File: config.mk
export PLATFORM = sky130hd
export DESIGN_NAME = osc_trim_ctrl
export DESIGN_NICKNAME = d
export VERILOG_FILES = /design/src/rtl/osc_trim_ctrl.sv
export SDC_FILE = /design/constraint.sdc
export NUM_CORES = 1
export LEC_CHECK = 0
export BUFFER_PORTS_ARGS = -buffer_cell sky130_fd_sc_hd__buf_2
export CORE_ASPECT_RATIO = 1.1
export CORE_MARGIN = 1
export CORE_UTILIZATION = 52
export DETAILED_ROUTE_END_ITERATION = 6
export GPL_ROUTABILITY_DRIVEN = 0
export GPL_TIMING_DRIVEN = 0
export PLACE_DENSITY = 0.78
export SLEW_MARGIN = 5
export SYNTH_ARGS = -nofsm -noshare
export SYNTH_HDL_FRONTEND = slang
export SYNTH_SLANG_ARGS = --single-unit
File: constraint.sdc
create_clock -name clk -period 3.5 [get_ports clk]
set_input_delay 0.525 -clock clk [delete_from_list [all_inputs] [get_ports clk]]
set_output_delay 0.525 -clock clk [all_outputs]
set_load 0.05 [all_outputs]
File: src/rtl/osc_trim_ctrl.sv
module osc_trim_ctrl #(
  parameter logic [15:0] RLD_RST  = 16'hBB7F,
  parameter logic [7:0]  LIM_RST  = 8'h22,
  parameter logic [5:0]  TRIM_RST = 6'd32,
  parameter int          MISS_SH  = 7
) (
  input  logic        clk,
  input  logic        rst_n,
  input  logic        sync_pin,
  input  logic        sync_lsref,
  input  logic        sync_sof,
  input  logic        reg_we,
  input  logic [1:0]  reg_addr,
  input  logic [31:0] reg_wdata,
  output logic [31:0] reg_rdata,
  output logic [5:0]  trim_code,
  output logic [15:0] err_cap,
  output logic        err_dir,
  output logic [6:0]  flags,
  output logic        irq
);
  localparam logic [5:0] TRIM_MAX = '1;

  logic        cnt_en, auto_en, pol;
  logic [3:0]  ie;
  logic [5:0]  trim;
  logic [15:0] reload, cnt, cap;
  logic [7:0]  lim;
  logic [2:0]  div;
  logic [1:0]  src;
  logic        sel_q, up, dir;
  logic [6:0]  pcnt;
  logic        f_ok, f_warn, f_exp, f_serr, f_miss, f_ovf;

  wire wr_ctrl = reg_we && reg_addr == 2'd0;
  wire wr_cfg  = reg_we && reg_addr == 2'd1;
  wire wr_clr  = reg_we && reg_addr == 2'd3;
  wire unused_bits = ^{reg_wdata[30], reg_wdata[27]};

  wire sel = (src == 2'd0) ? sync_pin : (src == 2'd1) ? sync_lsref : sync_sof;
  wire act_edge = pol ? (sel_q & ~sel) : (~sel_q & sel);
  wire [6:0] mask = 7'((8'd1 << div) - 8'd1);
  wire pre_hit = act_edge && ((pcnt & mask) == mask);
  wire ev = cnt_en && (pre_hit || (wr_ctrl && reg_wdata[2]));

  wire [15:0] miss_lim = 16'(lim) << MISS_SH;
  wire [9:0]  lim3     = {2'b0, lim} + {1'b0, lim, 1'b0};
  wire in_ok   = cnt < 16'(lim);
  wire in_warn = !in_ok && cnt < 16'(lim3);
  wire err_any = f_serr | f_miss | f_ovf;

  always_ff @(posedge clk or negedge rst_n) begin
    if (!rst_n) begin
      cnt_en <= 1'b0; auto_en <= 1'b0; ie <= '0; trim <= TRIM_RST;
      reload <= RLD_RST; lim <= LIM_RST; div <= '0; src <= 2'd2; pol <= 1'b0;
      sel_q <= 1'b0; pcnt <= '0; cnt <= RLD_RST; up <= 1'b0;
      cap <= '0; dir <= 1'b0;
      f_ok <= 1'b0; f_warn <= 1'b0; f_exp <= 1'b0;
      f_serr <= 1'b0; f_miss <= 1'b0; f_ovf <= 1'b0;
    end else begin
      sel_q <= sel;
      if (!cnt_en)       pcnt <= '0;
      else if (act_edge) pcnt <= pcnt + 7'd1;

      if (wr_ctrl) begin
        cnt_en  <= reg_wdata[0];
        auto_en <= reg_wdata[1];
        ie      <= reg_wdata[6:3];
        if (!auto_en) trim <= reg_wdata[13:8];
      end
      if (wr_cfg && !cnt_en) begin
        reload <= reg_wdata[15:0];
        lim    <= reg_wdata[23:16];
        div    <= reg_wdata[26:24];
        src    <= reg_wdata[29:28];
        pol    <= reg_wdata[31];
      end
      if (wr_clr) begin
        if (reg_wdata[0]) f_ok   <= 1'b0;
        if (reg_wdata[1]) f_warn <= 1'b0;
        if (reg_wdata[2]) begin f_serr <= 1'b0; f_miss <= 1'b0; f_ovf <= 1'b0; end
        if (reg_wdata[3]) f_exp  <= 1'b0;
      end

      if (!cnt_en) begin
        cnt <= reload;
        up  <= 1'b0;
      end else if (ev) begin
        cnt <= reload;
        up  <= 1'b0;
        cap <= cnt;
        dir <= ~up;
        if (in_ok) f_ok <= 1'b1;
        else if (in_warn) begin
          f_warn <= 1'b1;
          if (auto_en) begin
            if (!up) begin
              if (trim == TRIM_MAX) f_ovf <= 1'b1;
              else trim <= trim + 6'd1;
            end else begin
              if (trim == '0) f_ovf <= 1'b1;
              else trim <= trim - 6'd1;
            end
          end
        end else f_serr <= 1'b1;
      end else if (!up) begin
        if (cnt == '0) begin
          up  <= 1'b1;
          cnt <= 16'd1;
        end else begin
          cnt <= cnt - 16'd1;
          if (cnt == 16'd1) f_exp <= 1'b1;
        end
      end else if (cnt >= miss_lim) f_miss <= 1'b1;
      else cnt <= cnt + 16'd1;
    end
  end

  assign trim_code = trim;
  assign err_cap   = cap;
  assign err_dir   = dir;
  assign flags     = {f_ovf, f_miss, f_serr, f_exp, err_any, f_warn, f_ok};
  assign irq       = |(ie & {f_exp, err_any, f_warn, f_ok});

  always_comb begin
    case (reg_addr)
      2'd0:    reg_rdata = {18'd0, trim, 1'b0, ie, 1'b0, auto_en, cnt_en};
      2'd1:    reg_rdata = {pol, 1'b0, src, 1'b0, div, lim, reload};
      2'd2:    reg_rdata = {cap, dir, 8'd0, flags};
      default: reg_rdata = {31'd0, unused_bits & 1'b0};
    endcase
  end


  cfg_lock_chk: assert property (@(posedge clk) disable iff (!rst_n)
    (wr_cfg && cnt_en) |=> ($stable(reload) && $stable(lim) && $stable(div)));


  trim_hold_chk: assert property (@(posedge clk) disable iff (!rst_n)
    (auto_en && !ev) |=> $stable(trim));


  ovf_bound_chk: assert property (@(posedge clk) disable iff (!rst_n)
    $rose(f_ovf) |-> (trim == '0 || trim == TRIM_MAX));


  exp_set_chk: assert property (@(posedge clk) disable iff (!rst_n)
    (cnt_en && !ev && !up && cnt == 16'd1) |=> f_exp);


  miss_hold_chk: assert property (@(posedge clk) disable iff (!rst_n)
    (cnt_en && !ev && up && cnt >= miss_lim) |=> ($stable(cnt) && f_miss));
endmodule

# After elaboration in Yosys (flattened, before gate mapping)
# Cells that the tools add are included.
dict set report word_totals {
  reg_bits 90
  inputBits 40
  wordCells 132
}
dict set report classes {
  n_addsub 7
  magnitude_cmp 3
  eq_ne 9
  shifts 1
  mux 65
  bitwise_logic 9
  n_reduce_logical 17
}
# operator count
set op_table {}
lappend op_table {{32-bit one-hot mux with 3 select lines} 1}
lappend op_table {{16-bit 2-to-1 mux} 5}
lappend op_table {{6-bit 2-to-1 mux} 10}
lappend op_table {{1-bit 2-to-1 mux} 47}
lappend op_table {{16-bit by 1-bit adder with 16-bit output (second input constant)} 1}
lappend op_table {{16-bit by 1-bit == test with 1-bit output (second input constant)} 1}
lappend op_table {{16-bit by 15-bit >= comparator with 1-bit output} 1}
lappend op_table {{16-bit zero test} 1}
lappend op_table {{16-bit by 10-bit less-than comparator with 1-bit output} 1}
lappend op_table {{16-bit by 8-bit less-than comparator with 1-bit output} 1}
lappend op_table {{16-bit by 1-bit subtractor with 16-bit output (second input constant)} 1}
lappend op_table {{7-bit 2-to-1 mux} 2}
lappend op_table {{8-bit by 9-bit adder with 10-bit output} 1}
lappend op_table {{1-bit logical AND} 8}
lappend op_table {{7-bit by 1-bit adder with 7-bit output (second input constant)} 1}
lappend op_table {{7-bit bitwise AND} 1}
lappend op_table {{7-bit == test} 1}
lappend op_table {{1-bit by 3-bit left shift with 7-bit output (first input constant)} 1}
lappend op_table {{7-bit by 1-bit subtractor with 7-bit output (second input constant)} 1}
lappend op_table {{6-bit by 1-bit adder with 6-bit output (second input constant)} 1}
lappend op_table {{6-bit == test (second input constant)} 1}
lappend op_table {{6-bit zero test} 1}
lappend op_table {{6-bit by 1-bit subtractor with 6-bit output (second input constant)} 1}
lappend op_table {{4-bit bitwise AND} 1}
lappend op_table {{other kinds (12)} 20}

# Logic depth before layout (Yosys ltp)
dict set report depth {
  word_depth 11
  depth_mapped 18
}

# Worst setup path before layout
# OpenSTA, ideal clock, no wires.
dict set report synth_timing {
  path_type {reg-to-reg}
  from {register lim[0]}
  to {register trim[5] (netlist: trim_code[5])}
  setup_ns 0.081
  t_arrival_ns 3.412
  t_required_ns 3.419
  setup_slack_ns 0.007
  stages_incl_launch_ff 18
  period_less_slack_ns 3.493
  cell_sequence {dfrtp_1 -> ha_1 -> fa_1 -> a21oi_1 -> nor2_1 -> nor2_1 -> nor2b_1 -> o21ai_0 -> nand2b_1 -> xor2_1 -> ha_1 -> and3_1 -> a221oi_1 -> o21ai_0 -> a31oi_1 -> nand4_1 -> o31a_1 -> o221a_1}
}
dict set report synth_via {
  elab_chain_len 7
  word_cells_on_any_way 9
}
# item line
set synth_rtl {}
lappend synth_rtl {{from (decl)} 28} ;# logic [7:0] lim;
lappend synth_rtl {{from (signal assigned)} 73} ;# lim <= reg_wdata[23:16];
lappend synth_rtl {{8-bit by 9-bit adder with 10-bit output or 16-bit by 8-bit less-than comparator with 1-bit output (tied branches)} {47, 48}}
lappend synth_rtl {{16-bit by 10-bit less-than comparator with 1-bit output or 1-bit zero test (tied branches)} 49} ;# wire in_warn = !in_ok && cnt < 16'(lim3);
lappend synth_rtl {{1-bit logical AND} 49}
lappend synth_rtl {{6-bit 2-to-1 mux} 94} ;# else if (in_warn) begin
lappend synth_rtl {{6-bit 2-to-1 mux (*)} 93} ;# if (in_ok) f_ok <= 1'b1;
lappend synth_rtl {{6-bit 2-to-1 mux (*)} 88} ;# end else if (ev) begin
lappend synth_rtl {{6-bit 2-to-1 mux (*)} 85} ;# if (!cnt_en) begin
lappend synth_rtl {{to (signal assigned)} 69} ;# if (!auto_en) trim <= reg_wdata[13:8];
lappend synth_rtl {{to (signal assigned)} 99} ;# else trim <= trim + 6'd1;
lappend synth_rtl {{to (signal assigned)} 102} ;# else trim <= trim - 6'd1;
lappend synth_rtl {{to (decl)} 26} ;# logic [5:0] trim;
# Mark *: on every way between the ends. The rest lies on a longest branch, timed or not.
# A chain may end at the register's enable or synchronous reset.

# Worst setup path after layout
# Ends and elaborated chain as after synthesis.

==> flow_summary_export.csv <==
group,metric,value,unit
die,rows,41,
power_and_ir_drop,ir_drop,0.525,mV
routing,via_count,5750,
routing,first_iter_violations,519,
worst_setup_path,end_kind,"flip-flop",
global_routing,grt-ovfl-total,0,
routing,avgRoutedWirePerCell,19.3,um
sta,finalHoldViolations,0,
placement,io_buffer_count,98,
routing,drcViolationCount,0,
worst_setup_path,r2r-start,"lim[0]$_DFFE_PN0P_",
worst_setup_path,critPathMaxFanout,3,
routing,antenna_left,0,
cells_and_area,post_layout_nonfiller_instances,934,
routing,dr_wl_met2,8.44,mm
sta,worst_slack,-0.196,ns
sta,grt_setup_unrepaired,"yes",
worst_setup_path,cpMostUsedCell,"nor2_1",
logic_synthesis,synth_flop_cell,"dfrtp_1",
logic_synthesis,synth-edff-count,0,
placement,hpwl,13.1,mm
worst_setup_path,rr_endpoint,"trim_code[5]$_DFF_PN1_",
placement,dpl.cell_count,911,
sta,maxSlewViolCount,0,
sta,relSlewSlack,0.461,
global_routing,grt_pass1_wl,28.3,mm
clock_tree,cts_made_buffers,9,
sta,skew,0.00844,ns
sta,setup_viol,7,
worst_setup_path,start_kind,"flip-flop",
routing,met1Wirelength,7.34,mm
global_routing,antenna_found_initial,0,
logic_synthesis,synth_cell_type_count,71,
logic_synthesis,synthCells,662,
sta,post-route-min-period,3.70,ns
outcome,outcome,"finished, violations left",
worst_setup_path,reg2regPathDepth,17,
cells_and_area,syn_to_final_growth,19.1,%
die,boundaryPins,103,
routing,viasPerCell,6.16,
global_routing,grt_pass1_vias,5510,
die,die_w,105,um
logic_synthesis,ys_seq_area_frac,0.375,
worst_hold_path,hp-class,"in2async",
sta,layout_worst_path_cycle_share,1.06,
sta,hold_slack,0.0790,ns
worst_setup_path,reg2reg_slack,-0.20,ns
cells_and_area,mostFrequentLayoutCells,"buf_2 (118), nand2_1 (81), dfrtp_1 (59)",
die,start_util,0.534,
global_routing,grt_max_degree,65,
run,cap_violations,0,
clock_tree,hold_buffers,0,
outcome,violations,"setup timing",
worst_setup_path,cp_cell_sequence,"ha_4, fa_2, a21oi_2, nor2_1, nor2_1, nor2b_1, o21ai_1, nand2b_1, xor2_1, ha_1, and3_4, a221oi_4, o21ai_2, a31oi_4, nand4_1, o31a_1, o221a_1",
routing,dr.pass1.iters,7,
clock_tree,insertion_delay,0.36,ns
logic_synthesis,synthesis.nets,742,
logic_synthesis,synth-seq-cells,90,
die,coreArea,11400,um2
sta,fmax,271,MHz
cells_and_area,drive_above_1_share,0.318,
logic_synthesis,ys_async_sr_fraction,1.00,
routing,route.met3.wl,1.30,mm
worst_setup_path,slowest_delay,0.44,ns
die,die-area,12200,um2
clock_tree,cts.sinks,90,
die,die_h,116,um
worst_setup_path,required,3.79,ns
clock_tree,h-tree-depth,3,
sta,worstMarginPinSlew,0.808,ns
clock_tree,root_buffer,"clkbuf_16",
routing,wl,18.0,mm
worst_setup_path,crit_slowest_cell,"dfrtp_2",
logic_synthesis,synth-warning-count,0,
power_and_ir_drop,p_leak,3.37,nW
cells_and_area,antennaDiodeCount,0,
worst_setup_path,arrival,3.99,ns
clock_tree,clkTransAtPathRegs,0.07,ns
worst_setup_path,path_class,"reg2reg",
clock_tree,clockBufferDepth,2,
logic_synthesis,syn_area_per_cell,9.22,um2
logic_synthesis,syn-cell-area,6110,um2
routing,top_layer_used,"met4",
clock_tree,cts_tree,"built",
global_routing,track_usage,0.303,
sta,finalSetupTns,-0.963,ns
cells_and_area,final_common_cell,"buf_2",
cells_and_area,fin_nets,859,
power_and_ir_drop,power_density,859,nW/um2
synth_stat cells, types with 8 or more instances:
library cell | number | share of area
ha_1 | 39 | 0.080
a21o_1 | 9 | 0.011
mux2i_1 | 20 | 0.033
and3_1 | 8 | 0.0082
dfrtp_1 | 60 | 0.25
nor2_1 | 44 | 0.027
a22o_1 | 16 | 0.023
nand3_1 | 17 | 0.014
buf_4 | 8 | 0.0098
a21oi_1 | 24 | 0.020
o21ai_0 | 55 | 0.045
dfstp_2 | 30 | 0.13
nand4_1 | 12 | 0.012
xnor2_1 | 9 | 0.013
buf_2 | 21 | 0.017
clkbuf_1 | 19 | 0.012
inv_1 | 23 | 0.014
nand2_1 | 81 | 0.050
mux2_2 | 39 | 0.072
xor2_1 | 12 | 0.017
nor3_1 | 13 | 0.011
timing repair:
item | in CTS | in global routing
resized for setup | 19 | 6
setup buffers | 5 | 2
setup endpoints to repair | 9 | 8
pin swaps | 9 | 2
cells by family after synthesis:
group                      share of synthesized area
and+or+nand+nor                                0.165
AOI/OAI and AO/OA                              0.183
DFF                                            0.375
buffers and inverters                         0.0566
muxes                                          0.107
adders and majority gates                     0.0832
xor gates and xnor gates                      0.0301
metal layers:
metal,global-route usage,vias up
li1,-,2619
met2,0.503,322
met1,0.377,2722
met5,0,-
met3,0.0534,87
met4,0.170,0
critical path: cells and delay by family, from the launching register on:
kind,cells,cell delay [ns]
xor gates and xnor gates,1,0.16
adders and majority gates,3,0.84
DFF,1,0.44
AOI/OAI and AO/OA,7,1.41
and+or+nand+nor,6,0.75
registers in the layout, indices dropped and copies added, names as in the netlist, 3 cells and up:
register	cells
pcnt	7
lim	8
trim_code	6
cnt	16
ie	4
err_cap	16
reload	16
div	3
where the power goes:
part / internal, mW / switching (mW)
clock network: 0.567 / 0.459
logic: 1.21 / 2.11
registers: 1.47 / 0.428
through the flow:
stage               power, mW  instance area [um2]  utilization  worst slack, ns
floorplan                4.09                 6110            -          0.00669
global placement         4.78                 6780        0.593           -0.570
detailed placement       4.91                 6810        0.596           -0.683
CTS                      6.12                 7230        0.632          -0.0953
global route             6.60                 7270        0.636           -0.314
finish                   6.25                 7270        0.636           -0.196
worst max-delay path by stage:
stage	endpoint	slack (ns)	from	cells past startpoint
3_3_place_gp	trim_code[5]$_DFF_PN1_	-0.57	lim[0]$_DFFE_PN0P_	17
3_5_place_dp	trim_code[5]$_DFF_PN1_	-0.68	lim[0]$_DFFE_PN0P_	17
2_1_floorplan	trim_code[5]$_DFF_PN1_	0.007	lim[0]$_DFFE_PN0P_	17
5_1_grt	trim_code[5]$_DFF_PN1_	-0.31	lim[0]$_DFFE_PN0P_	17
6_report	trim_code[5]$_DFF_PN1_	-0.20	lim[0]$_DFFE_PN0P_	17
4_1_cts	trim_code[5]$_DFF_PN1_	-0.1	lim[0]$_DFFE_PN0P_	17
final cells by class:
type | count | area, um2
fillers | 977 | 4170
clock inverters | 7 | 85.1
inverters | 23 | 86.3
well taps | 150 | 188
multi-input cells | 497 | 3560
repair buffers | 106 | 577
plain buffers | 52 | 263
clock buffers | 9 | 225
flip-flops and latches | 90 | 2290
Power figures use the tool's default switching activity.
